## config.mk

```make
export PLATFORM = sky130hd
export DESIGN_NAME = plug_table
export DESIGN_NICKNAME = d
export VERILOG_FILES = /design/src/rtl/plug_pkg.sv /design/src/rtl/plug_wr_decode.sv /design/src/rtl/plug_store.sv /design/src/rtl/plug_read.sv /design/src/rtl/plug_table.sv
export SDC_FILE = /design/constraint.sdc
export NUM_CORES = 1
export LEC_CHECK = 0
export ABC_AREA = 1
export ABC_CLOCK_PERIOD_IN_PS = 5600
export BUFFER_PORTS_ARGS = -buffer_cell sky130_fd_sc_hd__buf_2
export CAP_MARGIN = 20
export CORE_UTILIZATION = 50
export CTS_BUF_LIST = sky130_fd_sc_hd__clkbuf_8
export DETAILED_ROUTE_END_ITERATION = 6
export GPL_TIMING_DRIVEN = 1
export PLACE_DENSITY = 0.67
export SKIP_CTS_REPAIR_TIMING = 1
export SLEW_MARGIN = 0
export SYNTH_ARGS = -nofsm -noshare
export SYNTH_HDL_FRONTEND = slang
export SYNTH_SLANG_ARGS = --single-unit
```

## constraint.sdc

```tcl
create_clock -name clk -period 5.6 [get_ports clk]
set_input_delay 1.12 -clock clk [delete_from_list [all_inputs] [get_ports clk]]
set_output_delay 1.12 -clock clk [all_outputs]
set_load 0.02 [all_outputs]
```

## src/rtl/plug_pkg.sv

```systemverilog
package plug_pkg;
  localparam int unsigned LETTERS_DEF = 26;
  localparam int unsigned CODE_W_DEF  = 5;
endpackage

```

## src/rtl/plug_wr_decode.sv

```systemverilog
module plug_wr_decode #(
  parameter int unsigned LETTERS = plug_pkg::LETTERS_DEF,
  parameter int unsigned CODE_W  = plug_pkg::CODE_W_DEF
) (
  input  logic               clk,
  input  logic               rst,
  input  logic [CODE_W-1:0]  wr_data,
  input  logic               wr_addr_en,
  input  logic               wr_data_en,
  output logic [LETTERS-1:0] word_en
);
  localparam logic [CODE_W-1:0] LAST = CODE_W'(LETTERS - 1);

  logic [CODE_W-1:0] addr_q;

  always_ff @(posedge clk) begin
    if (rst) addr_q <= '0;
    else if (wr_addr_en) addr_q <= wr_data;
  end

  for (genvar i = 0; i < LETTERS; i++) begin : g_wl
    assign word_en[i] = wr_data_en && (addr_q == CODE_W'(i));
  end

  // at most one word line per strobe
  assert_onehot_wl_R3: assert property (@(posedge clk) disable iff (rst)
    $onehot0(word_en));
  // out-of-range address drives no word line
  assert_no_oob_write_R8: assert property (@(posedge clk) disable iff (rst)
    (addr_q > LAST) |-> (word_en == '0));
  // without a data strobe nothing is written
  assert_idle_wl_R2: assert property (@(posedge clk) disable iff (rst)
    !wr_data_en |-> (word_en == '0));
endmodule

```

## src/rtl/plug_store.sv

```systemverilog
module plug_store #(
  parameter int unsigned LETTERS = plug_pkg::LETTERS_DEF,
  parameter int unsigned CODE_W  = plug_pkg::CODE_W_DEF
) (
  input  logic                           clk,
  input  logic                           rst,
  input  logic [LETTERS-1:0]             word_en,
  input  logic [CODE_W-1:0]              wr_data,
  output logic [LETTERS-1:0][CODE_W-1:0] entries
);
  for (genvar i = 0; i < LETTERS; i++) begin : g_ent
    always_ff @(posedge clk) begin
      if (rst) entries[i] <= CODE_W'(i);
      else if (word_en[i]) entries[i] <= wr_data;
    end
    // an entry changes only when its word line fired
    assert_entry_stable_R3: assert property (@(posedge clk) disable iff (rst)
      !word_en[i] |=> $stable(entries[i]));
  end
endmodule

```

## src/rtl/plug_read.sv

```systemverilog
module plug_read #(
  parameter int unsigned LETTERS = plug_pkg::LETTERS_DEF,
  parameter int unsigned CODE_W  = plug_pkg::CODE_W_DEF
) (
  input  logic [LETTERS-1:0][CODE_W-1:0] entries,
  input  logic                           rd_dir,
  input  logic                           bypass,
  input  logic [CODE_W-1:0]              fwd_in,
  input  logic [CODE_W-1:0]              ret_in,
  output logic [CODE_W-1:0]              result
);
  logic [CODE_W-1:0] sel;
  logic [CODE_W-1:0] looked_up;

  assign sel = rd_dir ? ret_in : fwd_in;

  always_comb begin
    looked_up = '0;
    for (int i = 0; i < int'(LETTERS); i++) begin
      if (sel == CODE_W'(i)) looked_up = entries[i];
    end
  end

  assign result = bypass ? sel : looked_up;
endmodule

```

## src/rtl/plug_table.sv

```systemverilog
module plug_table #(
  parameter int unsigned LETTERS = plug_pkg::LETTERS_DEF,
  parameter int unsigned CODE_W  = plug_pkg::CODE_W_DEF
) (
  input  logic              clk,
  input  logic              rst,
  input  logic [CODE_W-1:0] wr_data,
  input  logic              wr_addr_en,
  input  logic              wr_data_en,
  input  logic              rd_en,
  input  logic              rd_dir,
  input  logic              bypass,
  input  logic [CODE_W-1:0] fwd_in,
  input  logic [CODE_W-1:0] ret_in,
  output logic [CODE_W-1:0] rd_out,
  output logic              rd_valid
);
  localparam logic [CODE_W-1:0] LAST = CODE_W'(LETTERS - 1);

  logic [LETTERS-1:0]             word_en;
  logic [LETTERS-1:0][CODE_W-1:0] entries;
  logic [CODE_W-1:0]              result;

  plug_wr_decode #(.LETTERS(LETTERS), .CODE_W(CODE_W)) u_dec (
    .clk(clk), .rst(rst), .wr_data(wr_data), .wr_addr_en(wr_addr_en),
    .wr_data_en(wr_data_en), .word_en(word_en));

  plug_store #(.LETTERS(LETTERS), .CODE_W(CODE_W)) u_store (
    .clk(clk), .rst(rst), .word_en(word_en), .wr_data(wr_data),
    .entries(entries));

  plug_read #(.LETTERS(LETTERS), .CODE_W(CODE_W)) u_rd (
    .entries(entries), .rd_dir(rd_dir), .bypass(bypass),
    .fwd_in(fwd_in), .ret_in(ret_in), .result(result));

  always_ff @(posedge clk) begin
    if (rst) begin
      rd_out   <= '0;
      rd_valid <= 1'b0;
    end else begin
      rd_valid <= rd_en;
      if (rd_en) rd_out <= result;
    end
  end

  assert_valid_follows_R10: assert property (@(posedge clk) disable iff (rst)
    rd_en |=> rd_valid);
  assert_valid_low_R10: assert property (@(posedge clk) disable iff (rst)
    !rd_en |=> !rd_valid);
  assert_out_hold_R10: assert property (@(posedge clk) disable iff (rst)
    !rd_en |=> $stable(rd_out));
  assert_bypass_passes_R7: assert property (@(posedge clk) disable iff (rst)
    (rd_en && bypass) |=> (rd_out == $past(rd_dir ? ret_in : fwd_in)));
  assert_oob_read_zero_R9: assert property (@(posedge clk) disable iff (rst)
    (rd_en && !bypass && ((rd_dir ? ret_in : fwd_in) > LAST)) |=> (rd_out == '0));
endmodule

```

==> results of run 1 <==
registers in the layout (all words and copies together), names as in the netlist:
signal           count
rd_out               5
rd_valid             1
u_dec.addr_q         5
u_store.entries    130
metal layers:
metal,GRT usage [%],vias to the layer above
met5,0,-
met4,7.71,0
met3,5.59,21
met2,43.6,149
met1,38.4,2727
li1,-,3138
area by class of cell:
cell class | count | area (sq um)
Clock buffer | 19 | 262
Fill cell | 1251 | 5500
Inverter | 117 | 444
Tap cell | 172 | 215
Timing Repair Buffer | 29 | 150
Sequential cell | 141 | 2820
Clock inverter | 12 | 144
Multi-Input combinational cell | 696 | 3030
synthesized netlist by cell type, drive strengths merged:
| cell type | instances |
|---|---|
| nand2 | 252 |
| nor2 | 208 |
| dfxtp | 141 |
| inv | 116 |
| o21ai | 92 |
| nand3 | 62 |
| a21oi | 39 |
| clkbuf | 27 |
| nand4 | 27 |
| o211ai | 7 |
| nor3 | 6 |
| buf | 3 |
| or2 | 2 |
| and3 | 1 |
| clkinv | 1 |
placed cells by master (no fill, tap or decap), types with 5 or more instances in the layout:
| cell type | instances |
|---|---|
| sky130_fd_sc_hd__a21oi_1 | 39 |
| sky130_fd_sc_hd__buf_2 | 27 |
| sky130_fd_sc_hd__clkbuf_8 | 19 |
| sky130_fd_sc_hd__clkinv_2 | 6 |
| sky130_fd_sc_hd__dfxtp_1 | 141 |
| sky130_fd_sc_hd__inv_1 | 109 |
| sky130_fd_sc_hd__inv_2 | 6 |
| sky130_fd_sc_hd__nand2_1 | 248 |
| sky130_fd_sc_hd__nand3_1 | 62 |
| sky130_fd_sc_hd__nand4_1 | 27 |
| sky130_fd_sc_hd__nor2_1 | 202 |
| sky130_fd_sc_hd__nor3_1 | 5 |
| sky130_fd_sc_hd__o211ai_1 | 7 |
| sky130_fd_sc_hd__o21ai_0 | 89 |
worst paths after layout:
check	startpoint	endpoint	slack, ns	cells past startpoint
max	rd_dir	rd_out[1]$_SDFFE_PP0P_	2.26	18
min	u_store.entries[32]$_SDFFE_PP1P_	u_store.entries[32]$_SDFFE_PP1P_	0.46	2
max reg2reg	u_store.entries[4]$_SDFFE_PP0P_	rd_out[4]$_SDFFE_PP0P_	3.41	16
min reg2reg	u_store.entries[32]$_SDFFE_PP1P_	u_store.entries[32]$_SDFFE_PP1P_	0.46	2
metrics by stage:
step | worst slack, ns | hold slack (ns) | area, sq um
after floorplan | 2.67 | 0.421 | 6410
after global placement | 1.91 | 0.435 | 6660
after detailed placement | 1.87 | 0.440 | 6660
after CTS | 2.33 | 0.451 | 7070
after global routing | 2.03 | 0.479 | 7070
final | 2.26 | 0.455 | 7070
worst max-delay path, stage by stage:
cell                      delay (ns)
sky130_fd_sc_hd__buf_2          0.16
sky130_fd_sc_hd__o21ai_0        0.29
sky130_fd_sc_hd__nand2_1        0.15
sky130_fd_sc_hd__nor2_2         0.22
sky130_fd_sc_hd__nand2_2        0.14
sky130_fd_sc_hd__or2_0          0.22
sky130_fd_sc_hd__nand2_1        0.10
sky130_fd_sc_hd__nand4_1        0.09
sky130_fd_sc_hd__nor2_1         0.15
sky130_fd_sc_hd__nand4_1        0.10
sky130_fd_sc_hd__nor2_1         0.16
sky130_fd_sc_hd__nand4_1        0.14
sky130_fd_sc_hd__nor2_1         0.14
sky130_fd_sc_hd__nand4_1        0.11
sky130_fd_sc_hd__nor2_1         0.15
sky130_fd_sc_hd__nand4_1        0.10
sky130_fd_sc_hd__nand2_1        0.08
sky130_fd_sc_hd__a21oi_1        0.05
where the power goes:
part           leakage [nW]  internal [mW]  switching [mW]
logic                  1.84         0.0519           0.146
clock network         0.207          0.458           0.392
registers              1.14           1.02          0.0118
cell families after synthesis:
family                 count (synthesis)  synth area share (%)
flip-flops                           141                  44.0
buffers and inverters                147                  8.80
AND/OR/NAND/NOR                      558                  35.9
AO/OA/AOI/OAI                        138                  11.3
==> results_dict.tcl, run 1 <==
set metrics [dict create \
    power.static_leakage_nw 3.19 \
    tritoncts "built" \
    clockBufferDepth 2 \
    timing_worst_setup_path_type "primary input to register" \
    overall_power_consumption_mw 2.08 \
    syn_avg_cell_area_sq_um 6.52 \
    detail_route.iter0.violations 553 \
    initial_core_util_pct 51.0 \
    gp_routability_congestion 0.873 \
    timing.critical_path.to_type "register" \
    path_max_fanout 9 \
    met3RoutedLength_um 837 \
    routed_wire_length_per_instance_um 14.5 \
    detail-route-antenna-nets 0 \
    number_of_detailed_routing_iterations_run_before_antenna_repair 5 \
    netlist_area_pre_place_sq_mm 0.00641 \
    nNetsFinal 1024 \
    detailroute.via_count 6035 \
    synthesis.instances 984 \
    slew_viol_final 0 \
    timing.hold.worst.class "register to register" \
    global_route.overflow_total 0 \
    row_count 41 \
    sequential_element_share_of_the_synthesized_area_pct 44.0 \
    layout_overhead_on_the_synthesized_area_pct 10.1 \
    setup_total_negative_slack_ns 0 \
    placed_cells 1155 \
    cts_root_buffer "sky130_fd_sc_hd__clkbuf_8" \
    finalSetupViolations 0 \
    finalHoldViolations 0 \
    worst_pin_slew_ns 0.739 \
    synth_top_area_cell "sky130_fd_sc_hd__dfxtp_1" \
    wire_length_on_met1_mm 8.46 \
    synth_seq_cells 141 \
    period_share_pct 59.7 \
    layout.cells.non_filler 1186 \
    crit_path_start_kind "primary input" \
    tritoncts.num_buffers 17 \
    grt_pass1_vias 5487 \
    portBuffers 27 \
    worst_skew_pair.late_latency_ns 0.45 \
    worst_ir_drop_vdd_v 0.000251 \
    grt_pass1_wl_mm 28.0 \
    synth_top_area_share_pct 44.0 \
    max_freq_ghz 0.299 \
    maxSlewHeadroom_pct 50.3 \
    yosys.cell_types.count 25 \
    routed_via_density 5.09 \
    syn_nets 1006 \
    antenna-diode-count 0 \
    floorplan_die_area_sq_mm 0.0133 \
    core-area_sq_mm 0.0126 \
    cp.required_ns 5.92 \
    die_boundary_width_um 115 \
    run_status "completed" \
    grt_antenna_before_repair 0 \
    synthesis.yosys.warnings 0 \
    route.met2.wl_mm 7.67 \
    num_io_pins 28 \
    grt_max_degree 50 \
    min_period_ns 3.34 \
    clock_sinks 141 \
    fraction_of_layout_cells_with_a_size_suffix_above_1_pct 7.89 \
    skew_ns 0.00861 \
    cts_clk_pin_slew_worst_paths_ns 0.07 \
    die-height_um 115 \
    ctsHtreeMaxLevel 4 \
    final_core_utilization_pct 56.2 \
    grt_setup_unrepaired "no" \
    ratio_of_total_power_to_cell_area_mw_per_mm2 295 \
    post-route-drc-count 0 \
    detailedPlacementHpwl_mm 11.8 \
    grt_use_total_pct 27.7 \
    timing.critical_path.arrival_ns 3.66 \
    postRouteWirelength_mm 17.2 \
    timing.max_cap.violations 0 \
    route.top_layer_used "met4" \
    synth.area.top_cells "sky130_fd_sc_hd__dfxtp_1 44%, sky130_fd_sc_hd__nand2_1 15%, sky130_fd_sc_hd__nor2_1 12%, sky130_fd_sc_hd__o21ai_0 6.9%, sky130_fd_sc_hd__inv_1 6.4%" \
]
Note: power is estimated with default switching activity, not from simulation.
==> run 2, diff against run 1 <==
--- a/config.mk
+++ b/config.mk
@@ -6,14 +6,14 @@
 export NUM_CORES = 1
 export LEC_CHECK = 0
 export ABC_AREA = 1
-export ABC_CLOCK_PERIOD_IN_PS = 5600
+export ABC_CLOCK_PERIOD_IN_PS = 2800
 export BUFFER_PORTS_ARGS = -buffer_cell sky130_fd_sc_hd__buf_2
 export CAP_MARGIN = 20
 export CORE_UTILIZATION = 50
 export CTS_BUF_LIST = sky130_fd_sc_hd__clkbuf_8
 export DETAILED_ROUTE_END_ITERATION = 6
 export GPL_TIMING_DRIVEN = 1
-export PLACE_DENSITY = 0.67
+export PLACE_DENSITY = 0.69
 export SKIP_CTS_REPAIR_TIMING = 1
 export SLEW_MARGIN = 0
 export SYNTH_ARGS = -nofsm -noshare
==> constraint.sdc (replaced) <==
create_clock -name clk -period 2.8 [get_ports clk]
set_input_delay 0.56 -clock clk [delete_from_list [all_inputs] [get_ports clk]]
set_output_delay 0.56 -clock clk [all_outputs]
set_load 0.02 [all_outputs]
==> run 2 against run 1 <==
Effect of this change: combinational power grew 130%; worst setup slack got worse by 2.1 ns; clock skew is 0.00098 ns higher; flip-flop and latch count is the same; global-route usage is 0.26 points lower; wire length increased by 1.7%; largest power group unchanged.
==> results_dict.tcl, run 2 (synthesis gave the netlist of run 1 again) <==
set metrics [dict create \
    finalSetupViolations 0 \
    clockBufferDepth 2 \
    grt_pass1_wl_mm 27.6 \
    ctsHtreeMaxLevel 4 \
    maxSlewHeadroom_pct 51.1 \
    pwr-share-seq_pct 50.6 \
    detailroute.via_count 6258 \
    detailedPlacementHpwl_mm 11.7 \
    global_route.overflow_total 0 \
    tritoncts.num_buffers 17 \
    worst_ir_drop_vdd_v 0.000344 \
    slew_viol_final 0 \
    die_boundary_width_um 115 \
    timing.critical_path.to_type "register" \
    worst_pin_slew_ns 0.734 \
    number_of_detailed_routing_iterations_run_before_antenna_repair 7 \
    power.share.clock_pct 38.1 \
    routed_wire_length_per_instance_um 14.3 \
    grt_antenna_before_repair 0 \
    clock_sinks 141 \
    power_switching_mw 1.08 \
    detail_route.iter0.violations 696 \
    run_status "completed" \
    ratio_of_total_power_to_cell_area_mw_per_mm2 552 \
    detail-route-antenna-nets 0 \
    post-route-drc-count 0 \
    grt_use_total_pct 27.4 \
    die-height_um 115 \
    period_share_pct 93.0 \
    min_period_ns 2.60 \
    largestRegisters "u_store.entries: 130 flops, rd_out: 5 flops, u_dec.addr_q: 5 flops" \
    p_int_mw 3.01 \
    postRouteWirelength_mm 17.5 \
    nNetsFinal 1060 \
    comb_power_share_pct 11.3 \
    skew_ns 0.00959 \
    gp_routability_congestion 0.855 \
    cts_clk_pin_slew_worst_paths_ns 0.08 \
    number_of_flip_flops_under_the_largest_register_name 130 \
    layout.cells.most_common "sky130_fd_sc_hd__nand2_1" \
    timing.hold.worst.class "primary input to register" \
    grt_setup_unrepaired "yes" \
    fraction_of_layout_cells_with_a_size_suffix_above_1_pct 11.9 \
    worst_skew_pair.late_latency_ns 0.45 \
    timing.max_cap.violations 0 \
    grt_pass1_vias 5476 \
    timing_worst_setup_path_type "primary input to register" \
    floorplan_die_area_sq_mm 0.0133 \
    max_freq_ghz 0.384 \
    layout_overhead_on_the_synthesized_area_pct 15.5 \
    antenna-diode-count 0 \
    num_io_pins 28 \
    power.static_leakage_nw 3.41 \
    finalHoldViolations 0 \
    layout.cells.non_filler 1223 \
    placed_cells 1184 \
    cp.required_ns 3.13 \
    cts_root_buffer "sky130_fd_sc_hd__clkbuf_8" \
    tightest_hold_margin_ns 0.387 \
    tritoncts "built" \
    grt_max_degree 128 \
    initial_core_util_pct 51.0 \
    switching_share_pct 26.4 \
    top_register "u_store.entries" \
    timing.critical_path.arrival_ns 2.94 \
    routed_via_density 5.12 \
    core-area_sq_mm 0.0126 \
    row_count 41 \
    portBuffers 27 \
    path_max_fanout 8 \
    commonest_non_fill_non_tap_cells_in_the_layout "242 x sky130_fd_sc_hd__nand2_1, 197 x sky130_fd_sc_hd__nor2_1, 141 x sky130_fd_sc_hd__dfxtp_1, 114 x sky130_fd_sc_hd__inv_1, 88 x sky130_fd_sc_hd__o21ai_0" \
    crit_path_start_kind "primary input" \
]
## run 2: critical path, stage by stage
cell and delay [ns]:
sky130_fd_sc_hd__buf_12 0.09, sky130_fd_sc_hd__inv_8 0.04, sky130_fd_sc_hd__o21ai_4 0.27, sky130_fd_sc_hd__nor2_4 0.09, sky130_fd_sc_hd__nand3_2 0.08, sky130_fd_sc_hd__nand2_1 0.06, sky130_fd_sc_hd__nor2_1 0.11, sky130_fd_sc_hd__nand3_1 0.11
sky130_fd_sc_hd__nor3_2 0.19, sky130_fd_sc_hd__nand4_1 0.14, sky130_fd_sc_hd__nor2_2 0.15, sky130_fd_sc_hd__nand4_1 0.11, sky130_fd_sc_hd__nor2_1 0.15, sky130_fd_sc_hd__nand4_1 0.12, sky130_fd_sc_hd__nor2_2 0.14, sky130_fd_sc_hd__nand4_1 0.14
sky130_fd_sc_hd__nor2_2 0.15, sky130_fd_sc_hd__nand4_1 0.09, sky130_fd_sc_hd__nand2_1 0.09, sky130_fd_sc_hd__a21oi_2 0.05
## run 2: final timing paths
check	startpoint	end	slack [ns]	cells after the start
hold / removal	wr_addr_en	u_dec.addr_q[4]$_SDFFE_PP0P_	0.39	3
setup reg to reg	u_store.entries[4]$_SDFFE_PP0P_	rd_out[4]$_SDFFE_PP0P_	0.49	16
hold reg to reg	u_store.entries[123]$_SDFFE_PP1P_	u_store.entries[123]$_SDFFE_PP1P_	0.45	2
setup / recovery	rd_dir	rd_out[4]$_SDFFE_PP0P_	0.20	20
## run 2: power groups by stage
stage | sequential (mW) | clock, mW | combinational, mW
floorplan | 2.12 | 0 | 0.264
CTS | 2.07 | 1.58 | 0.429
global route | 2.08 | 1.67 | 0.512
global placement | 2.12 | 0 | 0.425
detailed placement | 2.12 | 0 | 0.426
finish | 2.07 | 1.56 | 0.460
## run 2: cell type report
class                      count  area (sq um)
clock buffer                  19           262
clock inverter                13           110
fill                        1257          5160
inverter                     117           447
multi-input combinational    696          3080
sequential                   141          2820
tap                          172           215
timing repair buffer          65           472
## run 2: through the flow
stage	total power, mW	instance area (sq um)	util, %	TNS, ns	worst slack, ns
3_3_place_gp	2.54	6890	54.8	-0.907	-0.246
6_report	4.09	7410	59.0	0	0.196
2_1_floorplan	2.38	6410	-	0	0.432
3_5_place_dp	2.54	6890	54.8	-1.07	-0.287
5_1_grt	4.25	7410	59.0	-0.00235	-0.00235
4_1_cts	4.08	7260	57.8	0	0.188
## run 2: routing by layer
layer	wire [um]	track usage (%)	up-vias	share of wire [%]
li1	-	-	3210	-
met1	8310	38.9	2829	47
met2	7640	41.6	188	44
met3	1200	5.85	31	6.8
met4	348	8.40	0	2.0
met5	0	0	-	0
